===== config.mk =====
export PLATFORM = sky130hd
export DESIGN_NAME = pio_port_ctrl
export DESIGN_NICKNAME = d
export VERILOG_FILES = /design/src/rtl/ppc_pkg.sv /design/src/rtl/ppc_bus_decode.sv /design/src/rtl/ppc_out_latch.sv /design/src/rtl/ppc_cfg_reg.sv /design/src/rtl/ppc_rd_mux.sv /design/src/rtl/pio_port_ctrl.sv
export SDC_FILE = /design/constraint.sdc
export NUM_CORES = 1
export LEC_CHECK = 0
export CAP_MARGIN = 20
export CORE_UTILIZATION = 40
export DETAILED_ROUTE_END_ITERATION = 7
export DONT_BUFFER_PORTS = 1
export GPL_TIMING_DRIVEN = 0
export PLACE_DENSITY = 0.58
export SYNTH_ARGS = -nofsm -noshare
export SYNTH_HDL_FRONTEND = slang
export SYNTH_SLANG_ARGS = --single-unit
export TNS_END_PERCENT = 100

===== constraint.sdc =====
create_clock -name clk -period 3.55 [get_ports clk]
set_input_delay 0.71 -clock clk [delete_from_list [all_inputs] [get_ports clk]]
set_output_delay 0.71 -clock clk [all_outputs]
set_load 0.005 [all_outputs]

===== src/rtl/ppc_pkg.sv =====
package ppc_pkg;

    localparam int PORT_W   = 8;
    localparam int HALF_W   = PORT_W / 2;
    localparam int N_PORTS  = 3;
    localparam int IDX_W    = $clog2(PORT_W);

    typedef enum logic [1:0] {
        SEL_A    = 2'b00,
        SEL_B    = 2'b01,
        SEL_C    = 2'b10,
        SEL_CTRL = 2'b11
    } reg_sel_e;

    typedef struct packed {
        logic [1:0] grp_a_mode;
        logic       grp_b_mode;
        logic       a_is_in;
        logic       cu_is_in;
        logic       b_is_in;
        logic       cl_is_in;
    } port_cfg_t;

    typedef struct packed {
        logic [N_PORTS-1:0] wr_port;
        logic               wr_cfg;
        logic               wr_bit;
        logic               rd_en;
        reg_sel_e           sel;
    } bus_dec_t;

    localparam port_cfg_t CFG_RESET = '{
        grp_a_mode: 2'b00, grp_b_mode: 1'b0,
        a_is_in: 1'b1, cu_is_in: 1'b1, b_is_in: 1'b1, cl_is_in: 1'b1
    };

    function automatic port_cfg_t decode_cfg(input logic [PORT_W-1:0] w);
        port_cfg_t c;
        c.grp_a_mode = w[6:5];
        c.grp_b_mode = w[2];
        c.a_is_in    = w[4];
        c.cu_is_in   = w[3];
        c.b_is_in    = w[1];
        c.cl_is_in   = w[0];
        return c;
    endfunction

    function automatic logic [PORT_W-1:0] port_view(
        input logic [PORT_W-1:0] latch,
        input logic [PORT_W-1:0] pins,
        input logic              is_in
    );
        return is_in ? pins : latch;
    endfunction

endpackage


===== src/rtl/ppc_bus_decode.sv =====
module ppc_bus_decode
    import ppc_pkg::*;
(
    input  logic              cs,
    input  logic              rd,
    input  logic              wr,
    input  logic [1:0]        addr,
    input  logic [PORT_W-1:0] wdata,
    output bus_dec_t          dec
);
    logic wr_any;

    always_comb begin
        wr_any     = cs & wr;
        dec.sel    = reg_sel_e'(addr);
        dec.rd_en  = cs & rd;
        for (int i = 0; i < N_PORTS; i++) begin
            dec.wr_port[i] = wr_any && (addr == 2'(i));
        end
        dec.wr_cfg = wr_any && (dec.sel == SEL_CTRL) &&  wdata[PORT_W-1];
        dec.wr_bit = wr_any && (dec.sel == SEL_CTRL) && !wdata[PORT_W-1];
    end
endmodule


===== src/rtl/ppc_out_latch.sv =====
module ppc_out_latch #(
    parameter int W  = 8,
    parameter int IW = $clog2(W)
) (
    input  logic          clk,
    input  logic          rst,
    input  logic          clr,
    input  logic          load,
    input  logic [W-1:0]  load_val,
    input  logic          bit_we,
    input  logic [IW-1:0] bit_idx,
    input  logic          bit_val,
    output logic [W-1:0]  q
);
    always_ff @(posedge clk) begin
        if (rst || clr) begin
            q <= '0;
        end else if (load) begin
            q <= load_val;
        end else if (bit_we) begin
            q[bit_idx] <= bit_val;
        end
    end

    // a single-bit command leaves every other bit of the latch alone
    p_bit_only_r6: assert property (@(posedge clk) disable iff (rst)
        (bit_we && !clr && !load) |=>
            (((q ^ $past(q)) & ~(W'(1) << $past(bit_idx))) == '0))
        else $error("bit command disturbed neighbouring bits");
endmodule


===== src/rtl/ppc_cfg_reg.sv =====
module ppc_cfg_reg
    import ppc_pkg::*;
(
    input  logic              clk,
    input  logic              rst,
    input  logic              wr_cfg,
    input  logic [PORT_W-1:0] wdata,
    output port_cfg_t         cfg
);
    always_ff @(posedge clk) begin
        if (rst) begin
            cfg <= CFG_RESET;
        end else if (wr_cfg) begin
            cfg <= decode_cfg(wdata);
        end
    end
endmodule


===== src/rtl/ppc_rd_mux.sv =====
module ppc_rd_mux
    import ppc_pkg::*;
(
    input  bus_dec_t                        dec,
    input  port_cfg_t                       cfg,
    input  logic [N_PORTS-1:0][PORT_W-1:0]  lat,
    input  logic [PORT_W-1:0]               pa_in,
    input  logic [PORT_W-1:0]               pb_in,
    input  logic [PORT_W-1:0]               pc_in,
    output logic [PORT_W-1:0]               rdata
);
    logic [PORT_W-1:0] c_hi_view;
    logic [PORT_W-1:0] c_lo_view;

    always_comb begin
        c_hi_view = port_view(lat[2], pc_in, cfg.cu_is_in);
        c_lo_view = port_view(lat[2], pc_in, cfg.cl_is_in);
        rdata     = '0;
        if (dec.rd_en) begin
            unique case (dec.sel)
                SEL_A:    rdata = port_view(lat[0], pa_in, cfg.a_is_in);
                SEL_B:    rdata = port_view(lat[1], pb_in, cfg.b_is_in);
                SEL_C:    rdata = {c_hi_view[PORT_W-1:HALF_W], c_lo_view[HALF_W-1:0]};
                SEL_CTRL: rdata = '0;
                default:  rdata = '0;
            endcase
        end
    end
endmodule


===== src/rtl/pio_port_ctrl.sv =====
module pio_port_ctrl
    import ppc_pkg::*;
(
    input  logic        clk,
    input  logic        rst,
    input  logic        cs,
    input  logic        rd,
    input  logic        wr,
    input  logic [1:0]  addr,
    input  logic [7:0]  wdata,
    output logic [7:0]  rdata,
    input  logic [7:0]  pa_in,
    output logic [7:0]  pa_out,
    output logic        pa_oe,
    input  logic [7:0]  pb_in,
    output logic [7:0]  pb_out,
    output logic        pb_oe,
    input  logic [7:0]  pc_in,
    output logic [7:0]  pc_out,
    output logic        pc_oe_hi,
    output logic        pc_oe_lo
);
    bus_dec_t                       dec;
    port_cfg_t                      cfg;
    logic [N_PORTS-1:0][PORT_W-1:0] lat_q;

    ppc_bus_decode u_dec (
        .cs    (cs),
        .rd    (rd),
        .wr    (wr),
        .addr  (addr),
        .wdata (wdata),
        .dec   (dec)
    );

    ppc_cfg_reg u_cfg (
        .clk    (clk),
        .rst    (rst),
        .wr_cfg (dec.wr_cfg),
        .wdata  (wdata),
        .cfg    (cfg)
    );

    for (genvar gi = 0; gi < N_PORTS; gi++) begin : g_lat
        localparam bit HAS_BIT_CMD = (gi == N_PORTS - 1);
        ppc_out_latch #(.W(PORT_W), .IW(IDX_W)) u_lat (
            .clk      (clk),
            .rst      (rst),
            .clr      (dec.wr_cfg),
            .load     (dec.wr_port[gi]),
            .load_val (wdata),
            .bit_we   (HAS_BIT_CMD ? dec.wr_bit : 1'b0),
            .bit_idx  (wdata[IDX_W:1]),
            .bit_val  (wdata[0]),
            .q        (lat_q[gi])
        );
    end

    ppc_rd_mux u_rd (
        .dec   (dec),
        .cfg   (cfg),
        .lat   (lat_q),
        .pa_in (pa_in),
        .pb_in (pb_in),
        .pc_in (pc_in),
        .rdata (rdata)
    );

    assign pa_out   = lat_q[0];
    assign pb_out   = lat_q[1];
    assign pc_out   = lat_q[2];
    assign pa_oe    = !cfg.a_is_in;
    assign pb_oe    = !cfg.b_is_in;
    assign pc_oe_hi = !cfg.cu_is_in;
    assign pc_oe_lo = !cfg.cl_is_in;

    // no state moves without a selected write
    p_no_write_r3: assert property (@(posedge clk) disable iff (rst)
        !(cs && wr) |=> $stable({pa_out, pb_out, pc_out, pa_oe, pb_oe, pc_oe_hi, pc_oe_lo}))
        else $error("state changed without a selected write");

    // direction bits of a configuration word reach the enables
    p_dir_r4: assert property (@(posedge clk) disable iff (rst)
        (cs && wr && addr == 2'b11 && wdata[7]) |=>
            (pa_oe == !$past(wdata[4]) && pc_oe_hi == !$past(wdata[3]) &&
             pb_oe == !$past(wdata[1]) && pc_oe_lo == !$past(wdata[0])))
        else $error("configuration word directions wrong");

    // configuration word empties all latches
    p_cfg_clear_r5: assert property (@(posedge clk) disable iff (rst)
        (cs && wr && addr == 2'b11 && wdata[7]) |=>
            (pa_out == 8'h00 && pb_out == 8'h00 && pc_out == 8'h00))
        else $error("configuration word left latch data");

    // a bit command hits its bit and keeps directions
    p_bit_cmd_r6: assert property (@(posedge clk) disable iff (rst)
        (cs && wr && addr == 2'b11 && !wdata[7]) |=>
            (pc_out[$past(wdata[3:1])] == $past(wdata[0]) &&
             $stable({pa_oe, pb_oe, pc_oe_hi, pc_oe_lo})))
        else $error("bit command wrong");

    // read bus quiet unless a selected read
    p_rd_idle_r8: assert property (@(posedge clk) disable iff (rst)
        !(cs && rd) |-> rdata == 8'h00)
        else $error("rdata driven without a selected read");

    // control address reads as zero
    p_ctrl_read_r8: assert property (@(posedge clk) disable iff (rst)
        (cs && rd && addr == 2'b11) |-> rdata == 8'h00)
        else $error("control address read non-zero");
endmodule


==> results.sh <==
export IMPL_ys_seq_elements=28
export IMPL_hold_path_class="reg -> reg"
export IMPL_hold_violations=0
export IMPL_grt_pass1_wl_um=7890
export IMPL_setup_tns_ps=0
export IMPL_grt_pass1_vias=1480
export IMPL_ys_flop_type="dfxtp_1"
export IMPL_h_tree_depth=1
export IMPL_fin_nets=269
export IMPL_crit_path_max_incr_delay_ps=410
export IMPL_rsz0062_at_grt="false"
export IMPL_drc=0
export IMPL_fp_dieArea_sq_um=4650
export IMPL_path_clk_slew_ps=100
export IMPL_async_flop_share=0
export IMPL_power_density_nw_per_um2=325
export IMPL_syn_cell_area_sq_um=1750
export IMPL_root_buffer="clkbuf_8"
export IMPL_hp_start="g_lat[1].u_lat.q[4]$_SDFFE_PP0P_"
export IMPL_critPathTopFamily="buffers and inverters"
export IMPL_rows=23
export IMPL_drive_above_1_share=0.0965
export IMPL_clk_path_buf_depth=2
export IMPL_r2r_cells=2
export IMPL_crit_type="in -> out"
export IMPL_cp_end_kind="output port"
export IMPL_worst_slack_ps=1180
export IMPL_placed_cell_area_sq_um=1820
export IMPL_gr_total_overflow=0
export IMPL_cts_hold_buf=0
export IMPL_grt_max_degree=15
export IMPL_pin_count=75
export IMPL_dr_pass1_iters=4
export IMPL_fillerInstances=437
export IMPL_whs_endpoint="g_lat[1].u_lat.q[4]$_SDFFE_PP0P_"
export IMPL_post_cts_setup_buffers=0
export IMPL_synth_nets=264
export IMPL_vias_per_cell=5.77
export IMPL_drt_antenna_violating_nets=0
export IMPL_diodes=0
export IMPL_core_area_sq_um=4120
export IMPL_vdd_drop_max_uv=194
export IMPL_cp_cell_sequence="buf_6 > clkbuf_1 > o21ai_0 > and3_1"
export IMPL_max_cap_violations=0
export IMPL_die_h_um=68.2
export IMPL_cts_sinks=28
export IMPL_yosys_warnings=0
export IMPL_cts_repair_resized=0
export IMPL_cp_buffers_inverters=2
export IMPL_layout_common_cells="nand2_1 (44), mux2i_1 (28), a21oi_1 (28), dfxtp_1 (28), o21ai_0 (13)"
export IMPL_hpwl_um=4000
export IMPL_cp_slowest_cell="clkbuf_1"
export IMPL_dp_slack_ps=1190
export IMPL_relSlewSlack=0.624
export IMPL_die_w_um=68.2
export IMPL_drtIter0Drc=77
export IMPL_synth_edf_count=0
export IMPL_clock_skew_ps=0
export IMPL_ys_seq_area_frac=0.320
export IMPL_cts_tree="built"
export IMPL_wirelength_um=5320
export IMPL_leakagePower_nw=0.896
export IMPL_area_growth_pct=5.92
export IMPL_numPortBuffers=0
export IMPL_syn_inst=225
export IMPL_routabilityCongestion=0.901
export IMPL_yosysUniqueCellTypes=38
export IMPL_vias=1605
export IMPL_cts_made_buffers=3
export IMPL_worst_pin_slew_ps=562
export IMPL_crit_fanout=10
export IMPL_finalWorstPathRequiredPeriod_ps=2370
export IMPL_r2r_setup_slack_ps=2610
export IMPL_fin_area_sq_um=1860
export IMPL_outcome="complete, no violations"
export IMPL_initial_core_util=0.426
export IMPL_antenna_found_initial=0
export IMPL_drv_slew=0
export IMPL_post_route_period_util=0.667
export IMPL_synth_avg_cell_area_sq_um=7.79
export IMPL_cp_data_arrival_time_ps=1660
export IMPL_final_common_cell="nand2_1"
export IMPL_setup_viol=0
export IMPL_routedWlPerCell_um=19.1
export IMPL_min_path_cells=2
export IMPL_cp_start_kind="input pin"
export IMPL_crit_cells=4
export IMPL_timing_rr_start="u_cfg.cfg[2]$_SDFFE_PP1P_"
export IMPL_critPathRequiredTime_ps=2840
export IMPL_clock_latency_ps=270
export IMPL_rr_endpoint="u_cfg.cfg[2]$_SDFFE_PP1P_"
export IMPL_grt_usage=0.239
export IMPL_timing_fmax_ghz=0.422
[cell usage after synthesis (all sizes together), types with 2 or more instances]
cell    count  area share
or3         2      0.0071
o21ai      13       0.037
a21oi      28       0.080
mux2i      28        0.16
and3       10       0.036
nand2      44       0.094
a211o       4       0.020
clkbuf      6       0.014
nand4       2       0.016
nor2       13       0.029
nand3       4       0.019
dfxtp      28        0.32
buf        12       0.041
nand2b      2       0.011
inv         9       0.019
nor3        4       0.011
nor4        3       0.011
[final cells by class]
class                      count  area (sq um)  share of cell area
buffer                        18          97.6              0.0526
clock buffer                   3          41.3              0.0222
inverter                       9          33.8              0.0182
multi-input combinational    170          1060               0.571
sequential                    28           561               0.302
tap                           50          62.6              0.0337
[worst min-delay path, cell delays in order (launching register included)]
cell	delay, ps
dfxtp_1	350
nand2_1	60
a21oi_1	50
[report_power, final]
group / switching, mW / total [mW] / internal [mW] / leakage (nW)
clock network: 0.102 / 0.178 / 0.0764 / 0.0216
logic: 0.0605 / 0.0970 / 0.0365 / 0.647
registers: 0.00640 / 0.328 / 0.321 / 0.227
total: 0.169 / 0.603 / 0.434 / 0.896
[routing by layer]
layer,global-route usage,part of all wire
met1,0.331,0.46
met2,0.364,0.44
met3,0.0583,0.081
met4,0.0677,0.018
met5,0,0
[sequential cells by signal (all words and copies together), names as in the netlist]
| register | count |
|---|---|
| g_lat.u_lat.q | 24 |
| u_cfg.cfg | 4 |
[worst max path at each step]
stage                           to  slack [ps]    start
after floorplan           rdata[6]        1480  addr[0]
after global placement    rdata[6]        1200  addr[0]
after detailed placement  rdata[6]        1190  addr[0]
after CTS                 rdata[6]        1180  addr[0]
after global routing      rdata[7]        1100  addr[0]
final                     rdata[6]        1180  addr[0]
[stage by stage]
stage                util  hold slack (ps)  power, mW  cells
floorplan               -              464      0.406    225
global placement    0.441              484      0.431    275
detailed placement  0.441              487      0.432    275
CTS                 0.451              500      0.606    278
global route        0.451              517      0.632    278
finish              0.451              497      0.603    278
[cells by family after synthesis]
group,count (synthesis),synth area share
AND/OR/NAND/NOR,89,0.268
AO/OA/AOI/OAI,52,0.172
flip-flops,28,0.320
buffers and inverters,27,0.0749
XOR/XNOR,1,0.00500
multiplexers,28,0.160
Note: power is estimated with default switching activity, not from simulation.
